[config.mk]
export PLATFORM = sky130hd
export DESIGN_NAME = srp_resample_core
export DESIGN_NICKNAME = d
export VERILOG_FILES = /design/src/rtl/srp_pkg.sv /design/src/rtl/srp_phase_acc.sv /design/src/rtl/srp_lerp.sv /design/src/rtl/srp_out_stage.sv /design/src/rtl/srp_resample_core.sv
export SDC_FILE = /design/constraint.sdc
export NUM_CORES = 1
export LEC_CHECK = 0
export ABC_AREA = 1
export BUFFER_PORTS_ARGS = -buffer_cell sky130_fd_sc_hd__buf_2
export CAP_MARGIN = 10
export CORE_MARGIN = 3
export CORE_UTILIZATION = 41
export CTS_CLUSTER_DIAMETER = 40
export DETAILED_ROUTE_END_ITERATION = 16
export PLACE_DENSITY = 0.71
export SLEW_MARGIN = 20
export SYNTH_ARGS = -nofsm -noshare
export SYNTH_HDL_FRONTEND = slang
export SYNTH_SLANG_ARGS = --single-unit
[constraint.sdc]
create_clock -name clk -period 6.76 [get_ports clk]
set_input_delay 0.338 -clock clk [delete_from_list [all_inputs] [get_ports clk]]
set_output_delay 0.338 -clock clk [all_outputs]
set_load 0.01 [all_outputs]
[src/rtl/srp_pkg.sv]
// Package: srp_pkg
// Shared width defaults for the sink-phase resampling core.
// Assumes the grid is a power of two, so the modulo wrap is a plain
// truncation of the accumulator.
package srp_pkg;
    localparam int SRP_IDX_W   = 9;   // oversampled points per source period, log2
    localparam int SRP_WGT_W   = 8;   // interpolation steps per oversampled point, log2
    localparam int SRP_RFRAC_W = 8;   // rate-word bits below the grid
    localparam int SRP_DATA_W  = 24;  // sample width, signed
endpackage

[src/rtl/srp_phase_acc.sv]
// Module: srp_phase_acc
// Sink phase accumulator. It adds the step word on each enable and wraps
// modulo 2^ACC_W. It presents the index field and the weight field.
// Assumes ACC_W = IDX_W + WGT_W + RFRAC_W.
module srp_phase_acc #(
    parameter int IDX_W   = 9,
    parameter int WGT_W   = 8,
    parameter int RFRAC_W = 8,
    parameter int ACC_W   = IDX_W + WGT_W + RFRAC_W
) (
    input  logic             clk,
    input  logic             rst_n,
    input  logic             step_en,
    input  logic [ACC_W-1:0] step_word,
    output logic [IDX_W-1:0] idx,
    output logic [WGT_W-1:0] wgt
);
    logic [ACC_W-1:0] phase_q;

    // Advance the phase on each strobe; the carry out drops, which gives the wrap.
    always_ff @(posedge clk) begin
        if (!rst_n)
            phase_q <= '0;
        else if (step_en)
            phase_q <= phase_q + step_word;
    end

    // Split the phase into the index field and the weight field.
    always_comb begin
        idx = phase_q[ACC_W-1 -: IDX_W];
        wgt = phase_q[RFRAC_W +: WGT_W];
    end
endmodule

[src/rtl/srp_lerp.sv]
// Module: srp_lerp
// Combinational linear interpolator: y = a + floor((b - a) * w / 2^WGT_W).
// Assumes signed two's-complement samples. The result always lies between
// a and b, so it fits in DATA_W bits.
module srp_lerp #(
    parameter int DATA_W = 24,
    parameter int WGT_W  = 8
) (
    input  logic [DATA_W-1:0] a,
    input  logic [DATA_W-1:0] b,
    input  logic [WGT_W-1:0]  w,
    output logic [DATA_W-1:0] y
);
    localparam int DIFF_W = DATA_W + 1;
    localparam int PROD_W = DIFF_W + WGT_W + 1;

    logic signed [DIFF_W-1:0] diff;
    logic signed [PROD_W-1:0] prod;
    logic signed [PROD_W-1:0] a_ext;
    logic signed [PROD_W-1:0] sum_full;

    // Form the slope, scale it by the weight, floor-shift it, and add the base.
    always_comb begin
        diff     = $signed({b[DATA_W-1], b}) - $signed({a[DATA_W-1], a});
        prod     = diff * $signed({1'b0, w});
        a_ext    = $signed({{(PROD_W-DATA_W){a[DATA_W-1]}}, a});
        sum_full = a_ext + (prod >>> WGT_W);
        y        = DATA_W'(sum_full);
    end
endmodule

[src/rtl/srp_out_stage.sv]
// Module: srp_out_stage
// Output register. It captures the interpolated value on a load strobe,
// holds it otherwise, and raises valid for one cycle per load.
module srp_out_stage #(
    parameter int DATA_W = 24
) (
    input  logic              clk,
    input  logic              rst_n,
    input  logic              load,
    input  logic [DATA_W-1:0] d,
    output logic [DATA_W-1:0] q,
    output logic              vld
);
    // Capture on a strobe, flag one cycle later, and hold between strobes.
    always_ff @(posedge clk) begin
        if (!rst_n) begin
            q   <= '0;
            vld <= 1'b0;
        end else begin
            vld <= load;
            if (load)
                q <= d;
        end
    end
endmodule

[src/rtl/srp_resample_core.sv]
// Module: srp_resample_core
// Resampling core. It keeps a modulo-2^17-grid sink phase that advances by
// ratio_word on each sink strobe, and requests the oversampled sample pair
// at the phase index. On each strobe it registers the linear interpolation
// of that pair, weighted by the fraction before the update.
// Assumes the upstream oversampler presents the pair for samp_idx on
// samp_lo/samp_hi by the next strobe.
module srp_resample_core
    import srp_pkg::*;
#(
    parameter int IDX_W   = SRP_IDX_W,
    parameter int WGT_W   = SRP_WGT_W,
    parameter int RFRAC_W = SRP_RFRAC_W,
    parameter int DATA_W  = SRP_DATA_W,
    parameter int ACC_W   = IDX_W + WGT_W + RFRAC_W
) (
    input  logic              clk,
    input  logic              rst_n,
    input  logic              sink_stb,
    input  logic [ACC_W-1:0]  ratio_word,
    input  logic [DATA_W-1:0] samp_lo,
    input  logic [DATA_W-1:0] samp_hi,
    output logic [IDX_W-1:0]  samp_idx,
    output logic [DATA_W-1:0] out_smp,
    output logic              out_vld
);
    logic [WGT_W-1:0]  cur_wgt;
    logic [DATA_W-1:0] lerp_y;

    srp_phase_acc #(
        .IDX_W(IDX_W), .WGT_W(WGT_W), .RFRAC_W(RFRAC_W), .ACC_W(ACC_W)
    ) u_phase (
        .clk(clk), .rst_n(rst_n), .step_en(sink_stb),
        .step_word(ratio_word), .idx(samp_idx), .wgt(cur_wgt)
    );

    srp_lerp #(.DATA_W(DATA_W), .WGT_W(WGT_W)) u_lerp (
        .a(samp_lo), .b(samp_hi), .w(cur_wgt), .y(lerp_y)
    );

    srp_out_stage #(.DATA_W(DATA_W)) u_out (
        .clk(clk), .rst_n(rst_n), .load(sink_stb),
        .d(lerp_y), .q(out_smp), .vld(out_vld)
    );
endmodule

==> flow_summary.json <==
{
  "min_from": "ratio_word[0]",
  "yosysWarnings": 0,
  "syn_to_final_growth_pct": 40.97,
  "die_area_mm2": 0.03276,
  "cts_htree_levels": 2,
  "avgSynthCellArea_um2": 6.941,
  "dr.pass1.iters": 5,
  "cp.required_ps": 6960,
  "place_hpwl_mm": 32.23,
  "cts.sinks": 50,
  "layout-drive-gt1-share_pct": 33.98,
  "min_period_ps": 6895,
  "finalCritPeriodShare_pct": 102.0,
  "cts_root_buffer": "clkbuf_16",
  "dpl-instance-area_mm2": 0.01555,
  "drt_iter0_drc": 788,
  "hold-path-cell-count": 4,
  "synth_area_leaders": "fa_1, ha_1, inv_1",
  "final_area_mm2": 0.01770,
  "cts_buffers": 5,
  "cts_tree": "built",
  "run_status": "complete, but fails checks",
  "dp_cells": 2555,
  "regArea_mm2": 0.001001,
  "drv_slew": 0,
  "violations": "negative setup slack",
  "netlist_instances": 1809,
  "mostFrequentLayoutCells": "inv_1, buf_4, nand2_1, nor2_1, fa_1",
  "hold_violations": 0,
  "drv_cap": 0,
  "cp-start-kind": "input pin",
  "io_buffers": 109,
  "wirelength_mm": 39.79,
  "synth-seq-cells": 50,
  "grt_pass1_vias": 13064,
  "worst_clock_skew_ps": 6.661,
  "final_common_cell": "inv_1",
  "max_freq_ghz": 0.1450,
  "rr_worst_depth": 29,
  "setup_viol": 5,
  "route.detailed.drc": 0,
  "num_vias": 13118,
  "hp-class": "in -> reg",
  "antenna_found_initial": 0,
  "grt_pass1_wl_mm": 63.03,
  "fillCellCount": 2652,
  "clkTransAtPathRegs_ps": 70,
  "routedWlPerCell_um": 15.25,
  "routed_via_density": 5.028,
  "gp_congestion": 0.9503,
  "ant_nets": 0,
  "num_io_pins": 110,
  "synth.distinct_cells": 53,
  "final.setup.worst_slack_ps": -135.2,
  "r2r_slack_ps": 510,
  "die_y_um": 181.0,
  "crit-reg2reg-launch": "u_phase.phase_q[11]",
  "grt-ovfl-total": 0,
  "grt_max_degree": 62,
  "slowest_stage": "fa_1",
  "yosys.area.top_type": "fa_1",
  "coreArea_mm2": 0.02987,
  "rsz0062_at_grt": "yes",
  "syn-num-nets": 2170,
  "diodes": 0,
  "cts_max_path_buffers": 2,
  "cp.arrival_ps": 7090,
  "r2r-end": "u_out.q[21]",
  "rows": 63,
  "slew_headroom_pct": 25.78,
  "yosysTopAreaCellShare_pct": 24.39,
  "min_to": "u_phase.phase_q[0]",
  "multi_input_area_mm2": 0.01133,
  "stdcell_count": 2609,
  "final_nets": 2579,
  "seq_area_frac_synth_pct": 7.972,
  "syn-cell-area_mm2": 0.01256,
  "max_slew.worst_pin.slew_ps": 1107,
  "dieWidth_um": 181.0,
  "clock_latency_ps": 300,
  "worstSetupEndpointType": "flip-flop",
  "crit_fanout": 4,
  "critPathKind": "in -> reg",
  "cpPeakStageDelay_ps": 510,
  "grt_util_all_layers_pct": 23.19,
  "initial_utilization_pct": 42.03
}
## synthesized netlist by cell type, drive strengths merged
| cell | n |
|---|---|
| inv | 400 |
| nand2 | 317 |
| nor2 | 224 |
| fa | 153 |
| ha | 132 |
| a21oi | 118 |
| o21ai | 88 |
| nand3 | 76 |
| xor2 | 54 |
| dfxtp | 50 |
| clkbuf | 28 |
| or2 | 28 |
| xnor2 | 19 |
| nand4 | 16 |
| nor3 | 16 |
| a21o | 13 |
| buf | 12 |
| o211ai | 11 |
| a211oi | 8 |
| o21bai | 8 |
| nor4 | 7 |
| clkinv | 6 |
| a31o | 5 |
| a31oi | 5 |
| nor3b | 3 |
| o21a | 3 |
| and2 | 2 |
| a21boi | 1 |
| and3 | 1 |
| nand3b | 1 |
| nor2b | 1 |
| o2111ai | 1 |
| o221ai | 1 |
| o31ai | 1 |
## sequential cells by signal, indices dropped and copies added (netlist names)
signal / count
u_out.q: 24
u_out.vld: 1
u_phase.phase_q: 25
## worst max-delay path, delay by kind of cell
family | cells | cell delay [ps]
AND/OR/NAND/NOR | 17 | 1980
adder cells (fa/ha/maj) | 8 | 3190
XOR/XNOR | 2 | 320
AO/OA/AOI/OAI | 4 | 650
buffers and inverters | 9 | 600
## cell families after synthesis
family / Yosys count / synth area share (%)
DFF: 50 / 7.972
xor gates and xnor gates: 73 / 5.331
adders and majority gates: 285 / 37.55
buffers and inverters: 446 / 13.64
AOI/OAI and AO/OA: 263 / 11.97
and+or+nand+nor: 692 / 23.54
## timing repair
action	4_1_cts	5_1_grt
resized for setup	141	212
endpoints found under the setup margin	18	19
cloned	0	0
buffers inserted	16	31
hold buffers	0	0
pin swaps	52	142
## worst max path at each step
stage / from / end / slack, ps / depth (start not counted)
4_1_cts: samp_lo[6] / u_out.q[21] / -30 / 41
5_1_grt: samp_hi[0] / u_out.q[21] / -430 / 41
6_report: samp_hi[0] / u_out.q[21] / -140 / 40
2_1_floorplan: samp_hi[0] / u_out.q[20] / 10 / 39
3_3_place_gp: samp_lo[6] / u_out.q[23] / -830 / 39
3_5_place_dp: samp_lo[0] / u_out.q[21] / -890 / 39
## cell type report
| type | instances | area share (%) |
|---|---|---|
| multi-input combinational | 1313 | 64.03 |
| timing repair buffer | 442 | 17.93 |
| inverter | 406 | 8.681 |
| sequential | 50 | 5.655 |
| tap | 390 | 2.757 |
| clock buffer | 6 | 0.7281 |
| clock inverter | 2 | 0.2121 |
## metal layers
metal | up-vias | share of wire (%) | GRT usage [%]
li1 | 6410 | - | -
met1 | 6285 | 43 | 30.22
met2 | 341 | 49 | 40.52
met3 | 82 | 4.2 | 2.134
met4 | 0 | 3.6 | 7.739
met5 | - | 0 | 0
## stage by stage
step | util [%] | hold slack [ps] | setup WS (ps) | TNS, ps
3_3_place_gp | 52.07 | 464.2 | -825.4 | -9618
3_5_place_dp | 52.07 | 475.2 | -886.7 | -13130
5_1_grt | 59.25 | 456.2 | -434.4 | -3581
6_report | 59.25 | 401.9 | -135.2 | -370.0
2_1_floorplan | - | 466.9 | 14.90 | 0
4_1_cts | 55.49 | 405.8 | -32.97 | -57.48
Power is not shown: default switching activity piles up to over one toggle a cycle in this logic, so the estimate is an artifact.
